[config.mk]
export PLATFORM = sky130hd
export DESIGN_NAME = lock_seq_ctrl
export DESIGN_NICKNAME = d
export VERILOG_FILES = /design/src/rtl/lock_pkg.sv /design/src/rtl/lock_key_classify.sv /design/src/rtl/lock_next_state.sv /design/src/rtl/lock_display.sv /design/src/rtl/lock_seq_ctrl.sv
export SDC_FILE = /design/constraint.sdc
export NUM_CORES = 1
export LEC_CHECK = 0
export ABC_AREA = 0
export BUFFER_PORTS_ARGS = -buffer_cell sky130_fd_sc_hd__buf_4
export CORE_AREA = 2 2 39 41
export CTS_CLUSTER_DIAMETER = 100
export CTS_CLUSTER_SIZE = 24
export DETAILED_ROUTE_END_ITERATION = 6
export DIE_AREA = 0 0 41 43
export GPL_TIMING_DRIVEN = 0
export SLEW_MARGIN = 10
export SYNTH_ARGS = -nofsm -noshare
export SYNTH_HDL_FRONTEND = slang
export SYNTH_SLANG_ARGS = --single-unit
[constraint.sdc]
create_clock -name clk -period 2.58 [get_ports clk]
set_clock_uncertainty 0.15 [all_clocks]
set_input_delay 0.516 -clock clk [delete_from_list [all_inputs] [get_ports clk]]
set_output_delay 0.516 -clock clk [all_outputs]
set_load 0.01 [all_outputs]
[src/rtl/lock_pkg.sv]
package lock_pkg;
  typedef enum logic [2:0] {
    ST_IDLE  = 3'b000,
    ST_OK1   = 3'b010,
    ST_OK2   = 3'b100,
    ST_OPEN  = 3'b111,
    ST_MISS1 = 3'b001,
    ST_MISS2 = 3'b011
  } lock_state_e;

  typedef enum logic [1:0] {
    KEY_NONE  = 2'd0,
    KEY_IS_A  = 2'd1,
    KEY_IS_B  = 2'd2,
    KEY_OTHER = 2'd3
  } key_class_e;
endpackage

[src/rtl/lock_key_classify.sv]
module lock_key_classify
  import lock_pkg::*;
(
  input  logic       key_any,
  input  logic       key_a,
  input  logic       key_b,
  output key_class_e key_cls
);
  always_comb begin
    if (!key_any)
      key_cls = KEY_NONE;
    else if (key_a && !key_b)
      key_cls = KEY_IS_A;
    else if (key_b && !key_a)
      key_cls = KEY_IS_B;
    else
      key_cls = KEY_OTHER;
  end
endmodule

[src/rtl/lock_next_state.sv]
module lock_next_state
  import lock_pkg::*;
(
  input  lock_state_e cur,
  input  key_class_e  key_cls,
  output lock_state_e nxt
);
  logic pressed;
  assign pressed = (key_cls != KEY_NONE);

  always_comb begin
    nxt = cur;
    case (cur)
      ST_IDLE: begin
        if (key_cls == KEY_IS_B)  nxt = ST_OK1;
        else if (pressed)         nxt = ST_MISS1;
      end
      ST_OK1: begin
        if (key_cls == KEY_IS_A)  nxt = ST_OK2;
        else if (pressed)         nxt = ST_MISS2;
      end
      ST_OK2: begin
        if (key_cls == KEY_IS_B)  nxt = ST_OPEN;
        else if (pressed)         nxt = ST_IDLE;
      end
      ST_OPEN:  nxt = ST_IDLE;
      ST_MISS1: if (pressed) nxt = ST_MISS2;
      ST_MISS2: if (pressed) nxt = ST_IDLE;
      default:  nxt = ST_IDLE;
    endcase
  end
endmodule

[src/rtl/lock_display.sv]
module lock_display
  import lock_pkg::*;
#(
  parameter int CNT_W = 4
) (
  input  lock_state_e      cur,
  output logic [CNT_W-1:0] count,
  output logic             open_pulse
);
  always_comb begin
    open_pulse = 1'b0;
    case (cur)
      ST_OK1, ST_MISS1: count = CNT_W'(1);
      ST_OK2, ST_MISS2: count = CNT_W'(2);
      ST_OPEN: begin
        count      = CNT_W'(3);
        open_pulse = 1'b1;
      end
      default: count = '0;
    endcase
  end
endmodule

[src/rtl/lock_seq_ctrl.sv]
module lock_seq_ctrl
  import lock_pkg::*;
#(
  parameter int CNT_W = 4
) (
  input  logic             clk,
  input  logic             rst,
  input  logic             key_any,
  input  logic             key_a,
  input  logic             key_b,
  output logic             unlock,
  output logic [CNT_W-1:0] key_count
);
  key_class_e  key_cls;
  lock_state_e state_q;
  lock_state_e state_d;

  lock_key_classify u_cls (
    .key_any (key_any),
    .key_a   (key_a),
    .key_b   (key_b),
    .key_cls (key_cls)
  );

  lock_next_state u_nxt (
    .cur     (state_q),
    .key_cls (key_cls),
    .nxt     (state_d)
  );

  always_ff @(posedge clk) begin
    if (rst) state_q <= ST_IDLE;
    else     state_q <= state_d;
  end

  lock_display #(.CNT_W(CNT_W)) u_disp (
    .cur        (state_q),
    .count      (key_count),
    .open_pulse (unlock)
  );
endmodule

Word-level counts from Yosys, hierarchy flattened
Cells that the tools add are included.

storage, ports and cells
  flip-flop bits (word level) = 3
  latch bits = 0
  bits in writable memories = 0
  bits in read-only memories = 0
  bits of input ports = 5
  output and inout port bits = 5
  word-level logic and storage cells = 29
  memories = 0

operators by class
  add/subtract/negate cells = 0
  multipliers = 0
  div/mod/pow operators = 0
  $lt $le $gt $ge = 0
  eq/ne operators = 8
  shifts and indexed selects = 0
  multiplexer cells = 12
  bitwise gates (word level) = 0
  reduce and logical (&&, ||, !) cells = 8

operators by type and width
  kind                count
  $mux 3              6
  $pmux 3 s5          1
  $eq 3x2->1 const B  2
  $eq 3x3->1 const B  2
  $pmux 2 s3          1
  $mux 2              2
  $reduce_or 2->1     2
  $eq 3x1->1 const B  1
  $logic_not 3->1     1
  $ne 3x1->1 const B  1
  $eq 2x1->1 const B  1
  $eq 2x2->1 const B  1
  $logic_and 1x1->1   2
  $logic_not 1->1     2
  $mux 1              2
  $reduce_bool 2->1   1

Longest topological paths before layout
Gate-level depths: netlist (run 1).

  depth in word-level cells = 9
  depth in mapped cells = 5
  gate-level depth less buffers = 4

Cells and area by module
From an unflattened synthesis (run 1), not the netlist that was laid out.

unflattened totals
  cell total of the unflattened synthesis = 34
  area total of the unflattened synthesis = 264.0 um^2

modules (own cells, without submodules)
  module             instances  cells each  area an instance (um^2)  sequential area each (um^2)
  lock_next_state    1          16          106.4                    0.0
  lock_seq_ctrl      1          6           78.8                     60.1
  lock_display       1          9           60.1                     0.0
  lock_key_classify  1          3           18.8                     0.0

Worst setup path before layout (run 1)
OpenSTA, ideal clock, no wires.

  kind = input-to-reg
  start = input port key_a
  end = register state_q[0]
  setup time = 0.103 ns
  data arrival time = 1.241 ns
  required time = 2.327 ns
  setup slack = 1.086 ns
  stages on the path = 4
  path buffers = 0
  cells stage by stage = nor2b_1 > nor4_2 > a31oi_1 > a2111oi_2

on the way
  cells in the longest elaborated chain, start to end = 9
  elaborated cells between the ends (all ways) = 16
  those cells by class = eq/ne (3); mux (9); reduce/logical (4)

ends and longest elaborated chain
  element                           line                                          text
  from (decl)                       lock_seq_ctrl.sv:9                            input logic key_a,
  $logic_not 1->1                   lock_key_classify.sv:14                       else if (key_b && !key_a)
  $logic_and 1x1->1                 lock_key_classify.sv:14
  $mux 1                            lock_key_classify.sv:14
  $mux 2 (*)                        lock_key_classify.sv:12                       else if (key_a && !key_b)
  $mux 2 (*)                        lock_key_classify.sv:10                       if (!key_any)
  $reduce_bool 2->1                 lock_next_state.sv:9                          assign pressed = (key_cls != KEY_NONE);
  $mux 3                            n/a
  $mux 3, on equally long branches  lock_next_state.sv:23, lock_next_state.sv:19
  $pmux 3 s5                        lock_next_state.sv:13                         case (cur)
  to (signal assigned)              lock_seq_ctrl.sv:33                           else state_q <= state_d;
  to (decl)                         lock_seq_ctrl.sv:15                           lock_state_e state_q;

Every way passes the cells marked *; elsewhere a longest branch is shown, timed or not.
A chain may end at the register's enable or synchronous reset.

Worst setup path after layout (run 1)
  start = register state_q[2]
  end = output port key_count[0]

on the way
  cells in the longest elaborated chain, start to end = 3
  elaborated cells between the ends (all ways) = 8
  those cells by class = eq/ne (5); mux (1); reduce/logical (2)

ends and longest elaborated chain
  element                             line                 text
  $eq 3x3->1 (tied with other cells)  lock_display.sv:12   case (cur)
  $reduce_or 2->1                     lock_display.sv:12
  $pmux 2 s3 (*)                      lock_display.sv:12
  to (decl)                           lock_seq_ctrl.sv:12  output logic [CNT_W-1:0] key_count

Marks and branches as above.

==> results of run 1 <==
[metrics by stage]
step	area [sq um]	hold WS (ns)	power [mW]	worst slack, ns
floorplan	287	0.435	0.0929	1.09
global placement	359	0.484	0.110	0.912
detailed placement	359	0.496	0.111	0.908
CTS	385	0.307	0.196	0.683
global route	385	0.317	0.209	0.616
finish	385	0.311	0.192	0.687
[synth_stat cells]
cell type  n  area (sq um)
nand2b_1   1          6.26
nand2_1    3          11.3
nand2b_4   1          13.8
and2b_1    1          7.51
a211oi_1   1          7.51
conb_1     1          3.75
a2111oi_2  1          15.0
and3_2     1          7.51
nor4_1     1          6.26
o21ai_0    2          10.0
nor3_1     2          10.0
a21o_2     1          8.76
nor2_1     3          11.3
nand3_1    1          5.00
a21oi_1    3          15.0
nor2b_1    1          6.26
inv_2      2          7.51
nor2_2     1          6.26
a22oi_1    1          7.51
dfxtp_1    3          60.1
nor4_2     1          12.5
buf_2      1          5.00
buf_4      2          15.0
a31oi_1    2          12.5
buf_6      1          11.3
[final timing paths]
check	start	to	slack [ns]	cells after the start
worst min register to register	state_q[1]	state_q[1]	0.49	3
worst max register to register	state_q[1]	state_q[0]	1.17	5
worst max-delay path	state_q[2]	key_count[0]	0.69	5
worst min-delay path	rst	state_q[0]	0.31	2
[worst max-delay path, cell delays in order, from the launching register on]
cell and delay (ns):
dfxtp_1 0.52, inv_2 0.11, nand2_1 0.09, nand3_1 0.07
o21ai_0 0.08, buf_4 0.14
[final cells by class]
class	instances	area, sq um	area share
timing repair buffer	7	52.6	0.136
multi-input combinational	30	188	0.487
buffer	4	31.3	0.0812
clock buffer	4	26.3	0.0682
sequential	3	60.1	0.156
inverter	2	7.51	0.0195
tap	16	20.0	0.0519
[power groups by stage]
stage	sequential, mW	clock [mW]	combinational, mW
finish	0.0530	0.0814	0.0571
global route	0.0533	0.0916	0.0641
CTS	0.0531	0.0855	0.0572
detailed placement	0.0536	0	0.0571
global placement	0.0535	0	0.0566
floorplan	0.0530	0	0.0398
[cell families (layout without fill, tap and decap cells)]
family          after synthesis  count (layout)  synth area share
buf+inv                       6              17             0.137
compound gates               11              11             0.270
other cells                   1               2            0.0133
simple gates                 17              17             0.367
flops                         3               3             0.212
[routing by layer]
layer,share of wire,wire [um],vias up,global-route usage
met3,0.055,33,0,0.0628
li1,-,-,155,-
met2,0.48,284,6,0.0938
met4,0,0,0,0.0200
met5,0,0,-,0
met1,0.47,277,136,0.122
[layout by cell type (no fill, tap or decap), drive strengths merged]
cell type and n:
buf 11, nor2 4, clkbuf 4, nand2 3, a21oi 3, dfxtp 3, inv 2, o21ai 2
nor3 2, a31oi 2, conb 2, nand2b 2, nor4 2, and3 1, nand3 1, a21o 1
nor2b 1, a22oi 1, and2b 1, a211oi 1, a2111oi 1
==> metrics.md, run 1 <==
| Metric | Value |
|---|---|
| Syn_area_per_cell | roughly 7.4 sq um |
| Leak Pwr | roughly 0.17 nW |
| Flop pwr share | 0.277 |
| DIE HEIGHT | 43 um |
| Initial DRC Count | 3 |
| Area of the die | 1760 sq um |
| Drt wl/cell | ~9.0 um |
| Max-capacitance violation count | 0 |
| RSZ-0062 raised after global routing | false |
| WL final | 595 um |
| Layout Utilization | 0.278 |
| Sw frac | 0.289 |
| Num Clock Sinks | 3 |
| Int Pwr | roughly 0.14 mW |
| First-pass GRT wire length | between 900 and 1000 um |
| Antenna Violating Nets Remaining | 0 |
| Final Hold Viols | 0 |
| Minimum clock period | 1.89 ns |
| CTS max path bufs | 2 |
| CP Launch Type | flip-flop |
| Sequential cell area fraction in the yosys report | 0.212 |
| Clock transition at the registers of the reported paths | 0.04 ns |
| N_diodes | 0 |
| Crit path kind | reg -> out |
| Via count | 297 |
| Dpl cells | 62 |
| Port buffer count | 7 |
| IO Count | 10 |
| GRT Total Usage | 0.0832 |
| Fmax | 528 MHz |
| # hold bufs at CTS | 0 |
| Max FFs per register | 3 |
| Synth cell types | 25 |
| Largest net degree at the start of global routing | 11 |
| Clock Latency Late Sink | 0.23 ns |
| Total CTS buffers | 3 |
| Nets | 56 |
| Largest Register | state_q |
| Switching power | between 0.05 and 0.06 mW |
| Setup Buffers After CTS | 0 |
| Routability cong. | 0.850 |
| Starting Density | 0.204 |
| Die width | between 40 and 50 um |
| Status | finished clean |
| DR pass1 iterations | 4 |
| Vias per std cell | roughly 4.5 |
| Hold WC Path Type | in -> reg |
| Final slew viol count | 0 |
| #FFs+latches synth | 3 |
| CP Max Fanout | 8 |
| DRC errors left | 0 |
| Initial antenna violation count | 0 |
| Worst IR Drop VDD | approximately 0.00027 V |
| Total Neg Setup Slack | 0 ns |
| Non-filler instance count after layout | 66 |
| Top flop regs | state_q (3) |
| Rows | 14 |
| # resized after CTS | 0 |
| Critical path required time | roughly 1.9 ns |
| Share of layout cells above drive strength 1 | 0.440 |
| Core box area | 1380 sq um |
| Syn Std Cell Area | 283 sq um |
| Combinational share of power | 0.298 |
| Power per cell area | 497 nW/um^2 |
| Layout fillers | roughly 160 |
| Power share of the clock group | 0.425 |
| CTS tree | built |
| Overflow after GRT | 0 |
| Finish-stage setup viols | 0 |
| Clock root buffer | clkbuf_4 |
| Mapped Cells | 38 |
| Area delta synth->final | 36.3% |
| Vias in the first global route | 216 |
| Arr. time, crit path | 1.23 ns |
| # H-tree levels | 1 |
| Worst Setup End Kind | output port |
| Ys Warns | 0 |
| Dpl hpwl | 442 um |
| Final period util | 0.734 |
Power figures use the tool's default switching activity.
==> inputs of run 2 (changes only) <==
ABC_AREA = 1   (was 0)
clock period = 1.88 ns   (was 2.58 ns; I/O delays follow)
==> run 2 against run 1 <==
Compared with the run above:
- core utilization is 1.4 points lower
- hold slack worse by 0.14 ns
- first-iteration DRC count grew to 2.7 times the previous value
- sequential cell count unchanged
- critical path type unchanged
- largest cell class unchanged
==> metrics.md, run 2 <==
| Metric | Value |
|---|---|
| Antenna Violating Nets Remaining | 0 |
| Total Neg Setup Slack | 0 ns |
| Yosys top cell area share | 0.227 |
| Status | finished clean |
| Max-capacitance violation count | 0 |
| CTS max path bufs | 2 |
| First-pass GRT wire length | 1110 um |
| Register area | 60.1 sq um |
| Main synth FF type | dfxtp_1 |
| Crit path kind | reg -> out |
| Clock Latency Late Sink | 0.23 ns |
| Syn_area_per_cell | between 5 and 6 sq um |
| Routability cong. | 0.871 |
| CP Max Fanout | 5 |
| Fmax | 588 MHz |
| Most common cell after layout, fill and taps aside | buf_4 |
| Nets | between 60 and 70 |
| RSZ-0062 raised after global routing | false |
| Die width | ~40 um |
| Via count | 319 |
| Synth cell types | 16 |
| Finish-stage setup viols | 0 |
| Post-synth EDFFs | 0 |
| GRT Total Usage | 0.0883 |
| Port buffer count | 7 |
| Synth top area cells | dfxtp_1 23%, nand2_1 11%, nor2_1 10% |
| Leading area contributor after synthesis | dfxtp_1 |
| WL final | around 600 um |
| Vias per std cell | 4.31 |
| Multi-input logic area | 163 sq um |
| Largest Register | state_q |
| DIE HEIGHT | 43 um |
| CP Launch Type | flip-flop |
| Syn Std Cell Area | 264 sq um |
| Highest-count cells in the layout ignoring fill and taps | 9 x buf_4, 8 x nand2_1, 7 x nor2_1 |
| Post-Synth Simple-Gate Area | 0.436 |
| Post-synthesis xor/xnor area fraction | 0 |
| Critical path required time | 1.35 ns |
| DRC errors left | 0 |
| Share of layout cells above drive strength 1 | 0.276 |
| Layout fillers | around 170 |
| Synth Area in Compound Gates | 0.152 |
| Final slew viol count | 0 |
| Area of the die | 1760 sq um |
| Mapped Cells | 46 |
| Overflow after GRT | 0 |
| #FFs+latches synth | 3 |
| Dpl hpwl | 494 um |
| Arr. time, crit path | roughly 1.2 ns |
| Ys async rst share | 0 |
| Worst IR Drop VDD | 0.000240 V |
| Clock root buffer | clkbuf_4 |
| N_diodes | 0 |
| Clock transition at the registers of the reported paths | 0.04 ns |
| CTS tree | built |
| Largest family of logic cells by synthesized area | simple AND/OR/NAND/NOR gates |
| # H-tree levels | 1 |
| Total CTS buffers | 3 |
| Post-synthesis mux area share | 0 |
| Leak Pwr | 0.197 nW |
| Core box area | between 1000 and 1500 sq um |
| Synth Area in Adders | 0 |
| Power per cell area | 746 nW/um^2 |
| Minimum clock period | 1.70 ns |
| Ys Warns | 0 |
| Most common cell in the netlist | nand2_1 |
| Largest net degree at the start of global routing | 9 |
| Drt wl/cell | between 8 and 9 um |
| Setup Buffers After CTS | 0 |
| # hold bufs at CTS | 0 |
| Commonest cells in the netlist | 8 x nand2_1, 7 x nor2_1, 5 x inv_1, 5 x nand3_1 |
| Vias in the first global route | 308 |
| # resized after CTS | 0 |
| Worst Setup End Kind | output port |
| Area delta synth->final | 38.9% |
| Starting Density | 0.191 |
| DR pass1 iterations | 4 |
| Top flop regs | state_q (3) |
| Num Clock Sinks | 3 |
| IO Count | 10 |
| Rows | 14 |
| Initial DRC Count | 8 |
| Sequential cell area fraction in the yosys report | 0.227 |
| Max FFs per register | 3 |
| Final Hold Viols | 0 |
| Hold WC Path Type | in -> reg |
| Total power | 0.274 mW |
| Initial antenna violation count | 0 |
| Final period util | 0.905 |
## run 2: final cells by class
cell class	count	share of cell area
plain buffers	2	0.0410
clock buffers	4	0.0717
inverters	8	0.0819
multi-input cells	34	0.444
flip-flops and latches	3	0.164
well taps	16	0.0546
repair buffers	7	0.143
## run 2: path summary, 6_finish.rpt
path | start | to | slack, ns | cells after the start
worst max-delay path | state_q[2] | key_count[0] | 0.18 | 3
worst min-delay path | rst | state_q[2] | 0.18 | 2
worst max register to register | state_q[2] | state_q[0] | 0.75 | 6
worst min register to register | state_q[2] | state_q[2] | 0.52 | 3
## run 2: per-layer routing
| metal | track usage | vias up | wire length (um) | part of all wire |
|---|---|---|---|---|
| met5 | 0 | - | 0 | 0 |
| met2 | 0.144 | 6 | 307 | 0.52 |
| li1 | - | 174 | - | - |
| met4 | 0.0400 | 0 | 0 | 0 |
| met1 | 0.106 | 139 | 265 | 0.44 |
| met3 | 0.0157 | 0 | 23 | 0.039 |
## run 2: cells by family after synthesis
family                 after synthesis
other                                1
buffers and inverters               10
and+or+nand+nor                     25
DFF                                  3
AOI/OAI and AO/OA                    7
## run 2: stage by stage
step / instances / setup WS (ns) / hold slack, ns / cell area, sq um / utilization
final: 74 / 0.179 / 0.176 / 367 / 0.265
after global routing: 74 / 0.111 / 0.171 / 367 / 0.265
after detailed placement: 70 / 0.422 / 0.416 / 340 / 0.246
after CTS: 74 / 0.173 / 0.171 / 367 / 0.265
after floorplan: 47 / 0.487 / 0.295 / 268 / -
after global placement: 70 / 0.421 / 0.412 / 340 / 0.246
## run 2: worst max-delay path: stages, from the launching register on
cell and delay (ns):
dfxtp_1 0.42, nor2_1 0.10, a211o_1 0.29, buf_4 0.14
## run 2: where the power goes
| group | total (mW) | leakage (nW) | switching [mW] | internal [mW] |
|---|---|---|---|---|
| clock network | 0.110 | 0.0150 | 0.0310 | 0.0794 |
| registers | 0.0797 | 0.0246 | 0.00919 | 0.0705 |
| logic | 0.0835 | 0.158 | 0.0455 | 0.0381 |
| total | 0.274 | 0.197 | 0.0857 | 0.188 |
==> inputs of run 3 (changes only) <==
--- a/config.mk
+++ b/config.mk
@@ -14,4 +14,5 @@
 export DIE_AREA = 0 0 41 43
 export GPL_TIMING_DRIVEN = 0
+export SETUP_SLACK_MARGIN = 0.1
 export SLEW_MARGIN = 10
 export SYNTH_ARGS = -nofsm -noshare
--- a/constraint.sdc
+++ b/constraint.sdc
@@ -3,3 +3,3 @@
 set_input_delay 0.376 -clock clk [delete_from_list [all_inputs] [get_ports clk]]
 set_output_delay 0.376 -clock clk [all_outputs]
-set_load 0.01 [all_outputs]
+set_load 0.05 [all_outputs]
==> run 3 against run 2 <==
Compared with the run above:
- clock-buffer cell count did not move
- die area unchanged
- worst setup slack worse by 0.011 ns
- highest routed layer unchanged
==> metrics.md, run 3 (synthesized netlist as in run 2, its figures left out) <==
| Metric | Value |
|---|---|
| Layout fillers | 153 |
| Hold WC Path Type | in -> reg |
| Area of the die | 1760 sq um |
| DR pass1 iterations | 4 |
| Share of layout cells above drive strength 1 | 0.339 |
| Nets | 65 |
| Overflow after GRT | 0 |
| Int Pwr | around 0.19 mW |
| Vias per std cell | 4.39 |
| CP Max Fanout | 7 |
| # hold bufs at CTS | 0 |
| Total CTS buffers | 3 |
| # H-tree levels | 1 |
| Area delta synth->final | 43.6% |
| Largest Register | state_q |
| R2R Path End | state_q[0] |
| Largest net degree at the start of global routing | 9 |
| Critical path required time | 1.35 ns |
| Vias in the first global route | 269 |
| Worst Setup End Kind | output port |
| Power share of the clock group | 0.354 |
| Clock transition at the registers of the reported paths | 0.04 ns |
| Worst reg-to-reg setup slack | 0.69 ns |
| IO Count | 10 |
| Finish-stage setup viols | 0 |
| First-pass GRT wire length | 931 um |
| DRC errors left | 0 |
| Max FFs per register | 3 |
| Worst IR Drop VDD | 0.000202 V |
| RSZ-0062 raised after global routing | false |
| Final slew viol count | 0 |
| GRT Total Usage | 0.0802 |
| Leak Pwr | between 0.2 and 0.25 nW |
| Initial DRC Count | 17 |
| Die width | 41 um |
| Switching power | 0.112 mW |
| Minimum clock period | 1.71 ns |
| Routability cong. | 0.831 |
| Flop pwr share | 0.266 |
| Drt wl/cell | between 8 and 9 um |
| Antenna Violating Nets Remaining | 0 |
| Arr. time, crit path | 1.19 ns |
| N_diodes | 0 |
| Port buffer count | 7 |
| Fmax | 584 MHz |
| Via count | 329 |
| CTS tree | built |
| Rows | 14 |
| Clock root buffer | clkbuf_4 |
| Clock Latency Late Sink | 0.23 ns |
| CP Launch Type | flip-flop |
| Status | finished clean |
| Num Clock Sinks | 3 |
| Initial antenna violation count | 0 |
| Highest-count cells in the layout ignoring fill and taps | 10 x buf_4, 8 x nand2_1, 6 x nor2_1 |
| Top flop regs | state_q (3) |
| WHS Path Cells | 2 |
| Starting Density | 0.191 |
| Sw frac | 0.367 |
| Combinational share of power | 0.380 |
| Cells on worst reg2reg path | 6 |
| Total Neg Setup Slack | 0 ns |
| Max-capacitance violation count | 0 |
| WL final | 624 um |
| Crit path kind | reg -> out |
| Critical hold path startpoint | rst |
| Dpl hpwl | 499 um |
| Core box area | about 1400 sq um |
| Total power | 0.304 mW |
| RR Startpoint | state_q[1] |
| Final period util | 0.911 |
| Most common cell after layout, fill and taps aside | buf_4 |
| Final Hold Viols | 0 |
| DIE HEIGHT | roughly 43 um |
| Power per cell area | ~800 nW/um^2 |
| CTS max path bufs | 2 |
| Hold EP | state_q[2] |
## run 3: cell count changes in the layout (fill, tap and decap cells not counted)
cell	previous run	this run
dfxtp_2	0	2
o21ai_0	2	1
dfxtp_1	3	1
nor2_2	0	1
nor2_1	7	6
buf_4	9	10
o21ai_1	2	3
## run 3: cell type report
type / count / area [sq um] / area share
Inverter: 8 / 30.0 / 0.0792
Tap cell: 16 / 20.0 / 0.0528
Timing Repair Buffer: 8 / 60.1 / 0.158
Sequential cell: 3 / 62.6 / 0.165
Clock buffer: 4 / 26.3 / 0.0693
Multi-Input combinational cell: 34 / 165 / 0.436
Buffer: 2 / 15.0 / 0.0396
## run 3: what timing repair did
| item | in CTS | in global routing |
|---|---|---|
| buffers inserted | 0 | 1 |
| resized for setup | 0 | 2 |
| endpoints found under the setup margin | 0 | 1 |
## run 3: worst max-delay path by stage
| stage | slack (ns) | startpoint | cells past startpoint | end |
|---|---|---|---|---|
| floorplan | -0.04 | state_q[0] | 3 | key_count[0] |
| global placement | 0.37 | state_q[0] | 4 | key_count[0] |
| detailed placement | 0.37 | state_q[2] | 3 | key_count[0] |
| CTS | 0.12 | state_q[2] | 3 | key_count[0] |
| global route | 0.11 | state_q[1] | 4 | key_count[0] |
| finish | 0.17 | state_q[1] | 4 | key_count[0] |
## run 3: per-layer routing
metal,vias to the layer above,routed length [um],global-route usage
met2,12,319,0.125
met1,141,270,0.0799
li1,176,-,-
met4,0,0,0.0600
met3,0,33,0.0314
met5,-,0,0
## run 3: stage by stage
| step | utilization | setup slack, ns | hold slack [ns] | instances | instance area (sq um) |
|---|---|---|---|---|---|
| 6_report | 0.274 | 0.168 | 0.166 | 75 | 379 |
| 5_1_grt | 0.274 | 0.114 | 0.152 | 75 | 379 |
| 4_1_cts | 0.267 | 0.122 | 0.168 | 74 | 369 |
| 3_5_place_dp | 0.248 | 0.366 | 0.408 | 70 | 343 |
| 3_3_place_gp | 0.248 | 0.371 | 0.412 | 70 | 343 |
| 2_1_floorplan | - | -0.0433 | 0.295 | 47 | 270 |
## run 3: critical path, cell delays in order, from the launching register on
cell	delay [ns]
dfxtp_1	0.33
inv_2	0.12
nor2_2	0.06
a211o_1	0.26
buf_4	0.19
## run 3: power by group through the flow
stage               clock [mW]  combinational (mW)  sequential [mW]
global route             0.119               0.126           0.0823
global placement             0               0.112           0.0805
finish                   0.108               0.116           0.0809
detailed placement           0               0.111           0.0812
CTS                      0.113               0.112           0.0802
floorplan                    0              0.0849           0.0787
